### src/rtl/ocp_hiccup_pkg.sv
package ocp_hiccup_pkg;

    localparam int NUM_RAILS = 2;
    localparam int RAIL_MAIN = 0;
    localparam int RAIL_AUX  = 1;

    typedef enum logic [1:0] {
        ST_RUN   = 2'd0,
        ST_SOFT  = 2'd1,
        ST_WAIT  = 2'd2,
        ST_LATCH = 2'd3
    } rail_st_e;

    typedef struct packed {
        logic drv_en;
        logic ss_req;
        logic off;
        logic latch_req;
    } rail_out_t;

    function automatic logic rail_live(input rail_st_e st);
        return (st == ST_SOFT) || (st == ST_RUN);
    endfunction

    function automatic int cnt_width(input int max_val);
        return (max_val > 1) ? $clog2(max_val + 1) : 1;
    endfunction

endpackage

### src/rtl/ocp_wait_timer.sv
module ocp_wait_timer #(
    parameter int TICK_DIV   = 4,
    parameter int WAIT_TICKS = 12
) (
    input  logic clk,
    input  logic rst,
    input  logic run,
    output logic done
);
    import ocp_hiccup_pkg::*;

    localparam int PW = cnt_width(TICK_DIV - 1);
    localparam int TW = cnt_width(WAIT_TICKS - 1);
    localparam logic [PW-1:0] P_MAX = PW'(TICK_DIV - 1);
    localparam logic [TW-1:0] T_MAX = TW'(WAIT_TICKS - 1);

    logic [PW-1:0] presc;
    logic [TW-1:0] ticks;
    logic          tick;

    assign tick = (presc == P_MAX);
    assign done = run && tick && (ticks == T_MAX);

    // counters saturate once done so the wait end stays visible while disabled
    always_ff @(posedge clk) begin
        if (rst || !run) begin
            presc <= '0;
            ticks <= '0;
        end else if (!done) begin
            if (tick) begin
                presc <= '0;
                ticks <= ticks + 1'b1;
            end else begin
                presc <= presc + 1'b1;
            end
        end
    end

endmodule

### src/rtl/ocp_rail_seq.sv
module ocp_rail_seq #(
    parameter int CUR_W      = 8,
    parameter int NOM_LVL    = 100,
    parameter int SS_LVL     = 140,
    parameter int TICK_DIV   = 4,
    parameter int WAIT_TICKS = 12,
    parameter int MAX_RETRY  = 7
) (
    input  logic                      clk,
    input  logic                      rst,
    input  logic                      en,
    input  logic [CUR_W-1:0]          cur,
    input  logic                      ss_done,
    input  logic                      latch_all,
    output ocp_hiccup_pkg::rail_out_t ro
);
    import ocp_hiccup_pkg::*;

    localparam int CNT_W = cnt_width(MAX_RETRY);
    localparam logic [CUR_W-1:0] LVL_NOM = CUR_W'(NOM_LVL);
    localparam logic [CUR_W-1:0] LVL_SS  = CUR_W'(SS_LVL);
    localparam logic [CNT_W-1:0] CNT_MAX = CNT_W'(MAX_RETRY);

    rail_st_e         st, st_nx;
    logic [CNT_W-1:0] fails, fails_nx;
    logic             thr_hi;
    logic             over;
    logic             trip;
    logic             final_trip;
    logic             wait_done;

    assign over = cur > (thr_hi ? LVL_SS : LVL_NOM);
    assign trip = rail_live(st) && over;

    ocp_wait_timer #(
        .TICK_DIV  (TICK_DIV),
        .WAIT_TICKS(WAIT_TICKS)
    ) u_timer (
        .clk (clk),
        .rst (rst),
        .run (st == ST_WAIT),
        .done(wait_done)
    );

    always_comb begin
        st_nx      = st;
        fails_nx   = fails;
        final_trip = 1'b0;
        if (latch_all) begin
            st_nx = ST_LATCH;
        end else if (trip) begin
            // trip wins over a simultaneous soft-start completion
            if (fails == CNT_MAX) begin
                final_trip = 1'b1;
                st_nx      = ST_LATCH;
            end else begin
                fails_nx = fails + 1'b1;
                st_nx    = ST_WAIT;
            end
        end else begin
            unique case (st)
                ST_SOFT: if (ss_done) begin
                    st_nx    = ST_RUN;
                    fails_nx = '0;
                end
                ST_WAIT: if (wait_done && en) st_nx = ST_SOFT;
                default: st_nx = st;
            endcase
        end
    end

    always_ff @(posedge clk) begin
        if (rst) begin
            st     <= ST_SOFT;
            fails  <= '0;
            thr_hi <= 1'b1;
        end else begin
            st     <= st_nx;
            fails  <= fails_nx;
            thr_hi <= (st_nx == ST_SOFT);
        end
    end

    always_comb begin
        ro.drv_en    = rail_live(st);
        ro.ss_req    = (st == ST_SOFT);
        ro.off       = !rail_live(st);
        ro.latch_req = final_trip;
    end

endmodule

### src/rtl/ocp_hiccup_ctrl.sv
module ocp_hiccup_ctrl #(
    parameter int CUR_W      = 8,
    parameter int NOM_LVL    = 100,
    parameter int SS_LVL     = 140,
    parameter int TICK_DIV   = 4,
    parameter int WAIT_TICKS = 12,
    parameter int MAX_RETRY  = 7
) (
    input  logic             clk,
    input  logic             rst,
    input  logic             en,
    input  logic [CUR_W-1:0] main_cur,
    input  logic [CUR_W-1:0] aux_cur,
    input  logic             main_ss_done,
    input  logic             aux_ss_done,
    output logic             main_drv_en,
    output logic             aux_drv_en,
    output logic             extra_hiz,
    output logic             pgood_force_low,
    output logic             main_ss_req,
    output logic             aux_ss_req
);
    import ocp_hiccup_pkg::*;

    logic [CUR_W-1:0] cur_arr  [NUM_RAILS];
    logic             done_arr [NUM_RAILS];
    rail_out_t        rout     [NUM_RAILS];
    logic             latch_q;
    logic             any_req;

    assign cur_arr[RAIL_MAIN]  = main_cur;
    assign cur_arr[RAIL_AUX]   = aux_cur;
    assign done_arr[RAIL_MAIN] = main_ss_done;
    assign done_arr[RAIL_AUX]  = aux_ss_done;

    for (genvar g = 0; g < NUM_RAILS; g++) begin : g_rail
        ocp_rail_seq #(
            .CUR_W     (CUR_W),
            .NOM_LVL   (NOM_LVL),
            .SS_LVL    (SS_LVL),
            .TICK_DIV  (TICK_DIV),
            .WAIT_TICKS(WAIT_TICKS),
            .MAX_RETRY (MAX_RETRY)
        ) u_seq (
            .clk      (clk),
            .rst      (rst),
            .en       (en),
            .cur      (cur_arr[g]),
            .ss_done  (done_arr[g]),
            .latch_all(latch_q),
            .ro       (rout[g])
        );
    end

    always_comb begin
        any_req = 1'b0;
        for (int i = 0; i < NUM_RAILS; i++) any_req = any_req | rout[i].latch_req;
    end

    always_ff @(posedge clk) begin
        if (rst) latch_q <= 1'b0;
        else     latch_q <= latch_q | any_req;
    end

    assign main_drv_en     = rout[RAIL_MAIN].drv_en;
    assign aux_drv_en      = rout[RAIL_AUX].drv_en;
    assign main_ss_req     = rout[RAIL_MAIN].ss_req;
    assign aux_ss_req      = rout[RAIL_AUX].ss_req;
    assign extra_hiz       = rout[RAIL_MAIN].off;
    assign pgood_force_low = rout[RAIL_MAIN].off;

endmodule

### config.mk
export PLATFORM = sky130hd
export DESIGN_NAME = ocp_hiccup_ctrl
export DESIGN_NICKNAME = d
export VERILOG_FILES = /design/src/rtl/ocp_hiccup_pkg.sv /design/src/rtl/ocp_wait_timer.sv /design/src/rtl/ocp_rail_seq.sv /design/src/rtl/ocp_hiccup_ctrl.sv
export SDC_FILE = /design/constraint.sdc
export NUM_CORES = 1
export LEC_CHECK = 0
export BUFFER_PORTS_ARGS = -buffer_cell sky130_fd_sc_hd__buf_2
export CAP_MARGIN = 20
export CORE_MARGIN = 2
export CORE_UTILIZATION = 55
export CTS_CLUSTER_SIZE = 20
export DETAILED_ROUTE_END_ITERATION = 12
export PLACE_DENSITY = 0.86
export RECOVER_POWER = 100
export SLEW_MARGIN = 20
export SYNTH_ARGS = -nofsm -noshare
export SYNTH_HDL_FRONTEND = slang
export SYNTH_SLANG_ARGS = --single-unit
### constraint.sdc
create_clock -name clk -period 2 [get_ports clk]
set_input_delay 0 -clock clk [delete_from_list [all_inputs] [get_ports clk]]
set_output_delay 0 -clock clk [all_outputs]
set_load 0.01 [all_outputs]
==> qor_table.md <==
| Result | Value | Unit |
|:---|:---|:---|
| Most frequent standard cell in the layout excluding fill and tap cells | dfxtp_1 | - |
| Root Driver | clkbuf_4 | - |
| Average footprint of a synthesized cell | 8.670 | µm² |
| Proportion of synthesized flip-flops having asynchronous set or reset | 0 | - |
| Detail-routed net length per standard cell | 11.73 | µm |
| Run status | complete, no violations | - |
| Mapped cell area | 1595 | µm² |
| Quantity of hold-fixing buffers added after cts | 0 | - |
| Total of warnings raised by yosys | 0 | - |
| Weighted congestion at the end of routability-driven global placement | 0.7937 | - |
| Count of nets left with antenna violations after detail routing | 0 | - |
| All-Layer GR Usage | 0.1848 | - |
| Layout Nets | 254 | - |
| Period utilisation layout | 0.9461 | - |
| Placeable core region | 2758 | µm² |
| Type of the worst setup path | flop to flop | - |
| Starting density of the core | 0.5785 | - |
| Filler instances | 255 | - |
| Syn Inst Count | 184 | - |
| Remaining global-route overflow | 0 | - |
| IO Count | 27 | - |
| Total routed wirelength | 2.826 | mm |
| H-tree levels | 1 | - |
| Layout cell share with drive strength beyond 1 | 0.1476 | - |
| Drt pass-1 iters | 4 | - |
| Number of rows in the core area | 19 | - |
| Peak supply drop | 0.0007349 | V |
| Worst setup endpoint | g_rail[0].u_seq.fails[0] | - |
| Maximum fanout along the worst path | 5 | - |
| Detail-routed via count per cell | 5.560 | - |
| Post-detail-place hpwl | 2.301 | mm |
| Number of buffers on the longest clock path | 2 | - |
| Die outline width | 57.86 | µm |
| Critical path capture point type | flop | - |
| Count of antenna diodes in the layout | 0 | - |
| Synthesis-stage register bit count | 25 | - |
| Worst R2R End | g_rail[0].u_seq.fails[0] | - |
| Worst Clk Skew | 9.688 | ps |
| Setup TNS | 0 | ps |
| Highest-count cells in the layout ignoring fill and taps | dfxtp_1, ha_1, buf_2, nand2_1, nor2_1 | - |
| Total of max-cap violations | 0 | - |
| DRC Markers | 0 | - |
| Final critical delay including setup and external delays | 1892 | ps |
| Endpoints failing hold | 0 | - |
| Fraction of the yosys area taken by sequential cells | 0.3137 | - |
| Hold crit path type | primary input to flop | - |
| Wire length of the first global-routing pass | 4.974 | mm |
| Number of different library cells in the post-synthesis netlist | 45 | - |
| Setup slack of the worst register-to-register path | 110 | ps |
| Number of buffer cells added on primary ports | 26 | - |
| Layout Utilization | 0.6407 | - |
| Slew @ Worst Pin | 416.9 | ps |
| Y dimension of the die | 57.86 | µm |
| Number of antenna violations at the first check in global routing | 0 | - |
| Critical path origin | g_rail[0].u_seq.thr_hi | - |
| Arrival @ worst endpoint | 2110 | ps |
| Via total after detailed routing | 1340 | - |
| Number of synthesized flops with an enable pin | 0 | - |
| CP Launch Type | flop | - |
| Clock buffer count from CTS | 3 | - |
| Pleak | 0.7735 | nW |
| Initial DRC count | 28 | - |
| Syn Nets | 227 | - |
| Max-slew headroom | 0.7217 | - |
| Critical register-to-register path startpoint | g_rail[0].u_seq.thr_hi | - |
| Final Total Pwr | 0.001608 | W |
| Clock tree from TritonCTS | built | - |
| CTS clk-pin slew, worst paths | 130 | ps |
| Max-slew violation total from the final report | 0 | - |
| Most instantiated flip-flop cell in the synthesis netlist | dfxtp_1 | - |
| Depth of the worst register-to-register path | 7 | - |
| Ratio of total power to cell area | 910.0 | nW/µm² |
| Worst endpoint required time | 2220 | ps |
| Area growth from synthesis to layout | 10.74 | % |
| Die Area | 3347 | µm² |
| Count of clock tree sinks | 25 | - |
| Unrepaired setup endpoints after global routing | false | - |
| Insertion delay of the later-clocked pin in the worst-skew pair | 320 | ps |
| Pin count of the biggest net entering global routing | 20 | - |
| Via count of the first global-routing pass | 1255 | - |
| Final setup violating endpoints | 0 | - |
| FMAX | 528.5 | MHz |
[state kept, by name, indices dropped and copies added (netlist names)]
register / count
g_rail.u_seq.thr_hi: 2
g_rail.u_seq.u_timer.ticks: 8
latch_q: 1
g_rail.u_seq.u_timer.presc: 4
g_rail.u_seq.st: 4
g_rail.u_seq.fails: 6
[layout make-up]
type / instances / area, µm² / area share
multi-input combinational: 142 / 1030 / 0.5829
sequential: 25 / 500.5 / 0.2833
timing repair buffer: 27 / 126.4 / 0.07153
inverter: 12 / 45.04 / 0.02550
tap: 31 / 38.79 / 0.02195
clock buffer: 4 / 26.28 / 0.01487
[worst min path at each step]
| stage | from | to | slack, ps | cells past startpoint |
|---|---|---|---|---|
| after floorplan | aux_ss_done | g_rail[1].u_seq.fails[0] | 230 | 3 |
| after global placement | rst | g_rail[0].u_seq.st[1] | 360 | 2 |
| after detailed placement | rst | g_rail[0].u_seq.st[1] | 370 | 2 |
| after CTS | aux_ss_done | g_rail[1].u_seq.fails[0] | 20 | 4 |
| after global routing | aux_ss_done | g_rail[1].u_seq.fails[0] | 30 | 4 |
| final | aux_ss_done | g_rail[1].u_seq.fails[0] | 30 | 4 |
[metal layers]
metal	part of all wire	GRT usage	wire (µm)	up-vias
li1	-	-	-	721
met1	0.48	0.2266	1364	607
met2	0.49	0.3360	1373	10
met3	0.027	0.04688	76	2
met4	0.0042	0.01993	12	0
met5	0	0	0	-
[power breakdown]
group	total, W	switching, W	internal (W)
clock	0.000224	0.000146	0.0000780
sequential	0.000624	0.0000579	0.000566
combinational	0.000760	0.000424	0.000337
total	0.00161	0.000627	0.000981
[Yosys cell counts (2+ instances only)]
master | n | area share
xor2_1 | 4 | 0.022
nand4_1 | 2 | 0.0078
a21boi_0 | 2 | 0.0094
nor3_1 | 3 | 0.0094
nand2b_1 | 6 | 0.024
nand2_1 | 17 | 0.040
nor2b_1 | 3 | 0.012
a21oi_1 | 13 | 0.041
or2_2 | 2 | 0.0078
nor2_1 | 14 | 0.033
ha_1 | 22 | 0.17
buf_4 | 2 | 0.0094
clkbuf_1 | 2 | 0.0047
nand4b_1 | 3 | 0.016
mux2i_1 | 4 | 0.025
o32a_1 | 3 | 0.019
o21ai_0 | 6 | 0.019
a211oi_1 | 3 | 0.014
o21ai_1 | 3 | 0.0094
inv_1 | 12 | 0.028
nand3_1 | 6 | 0.019
dfxtp_1 | 25 | 0.31
nor3b_1 | 2 | 0.0094
a22oi_1 | 2 | 0.0094
o21a_1 | 2 | 0.0094
o41a_1 | 2 | 0.014
[per-stage QoR]
step	instances	cell area, µm²	worst slack [ps]	hold slack, ps
6_report	241	1767	107.8	27.16
5_1_grt	241	1767	9.240	28.67
4_1_cts	241	1770	62.06	23.12
3_5_place_dp	237	1744	74.46	368.3
3_3_place_gp	237	1744	153.1	361.6
2_1_floorplan	184	1595	243.7	228.9
[kinds of logic (layout without fill, tap and decap cells)]
family                   count (synthesis)  count (layout)  synth area share
AND/OR/NAND/NOR                         63              63            0.2024
AO/OA/AOI/OAI                           49              49            0.2188
flip-flops                              25              25            0.3137
adder cells (fa/ha/maj)                 22              22            0.1725
buffers and inverters                   17              43           0.04548
XOR/XNOR                                 4               4           0.02196
multiplexers                             4               4           0.02510
[critical path, cell delays in order (launching register included)]
cell,delay (ps)
dfxtp_1,370
inv_1,70
ha_1,280
nand4b_1,130
o41a_1,420
o21ai_2,130
mux2i_2,300
o21ai_1,100
[what timing repair did]
item | in CTS | in global routing
buffers inserted | 0 | 0
gates resized for setup | 0 | 2
setup endpoints to repair | 0 | 4
(Power assumes the default switching activity.)
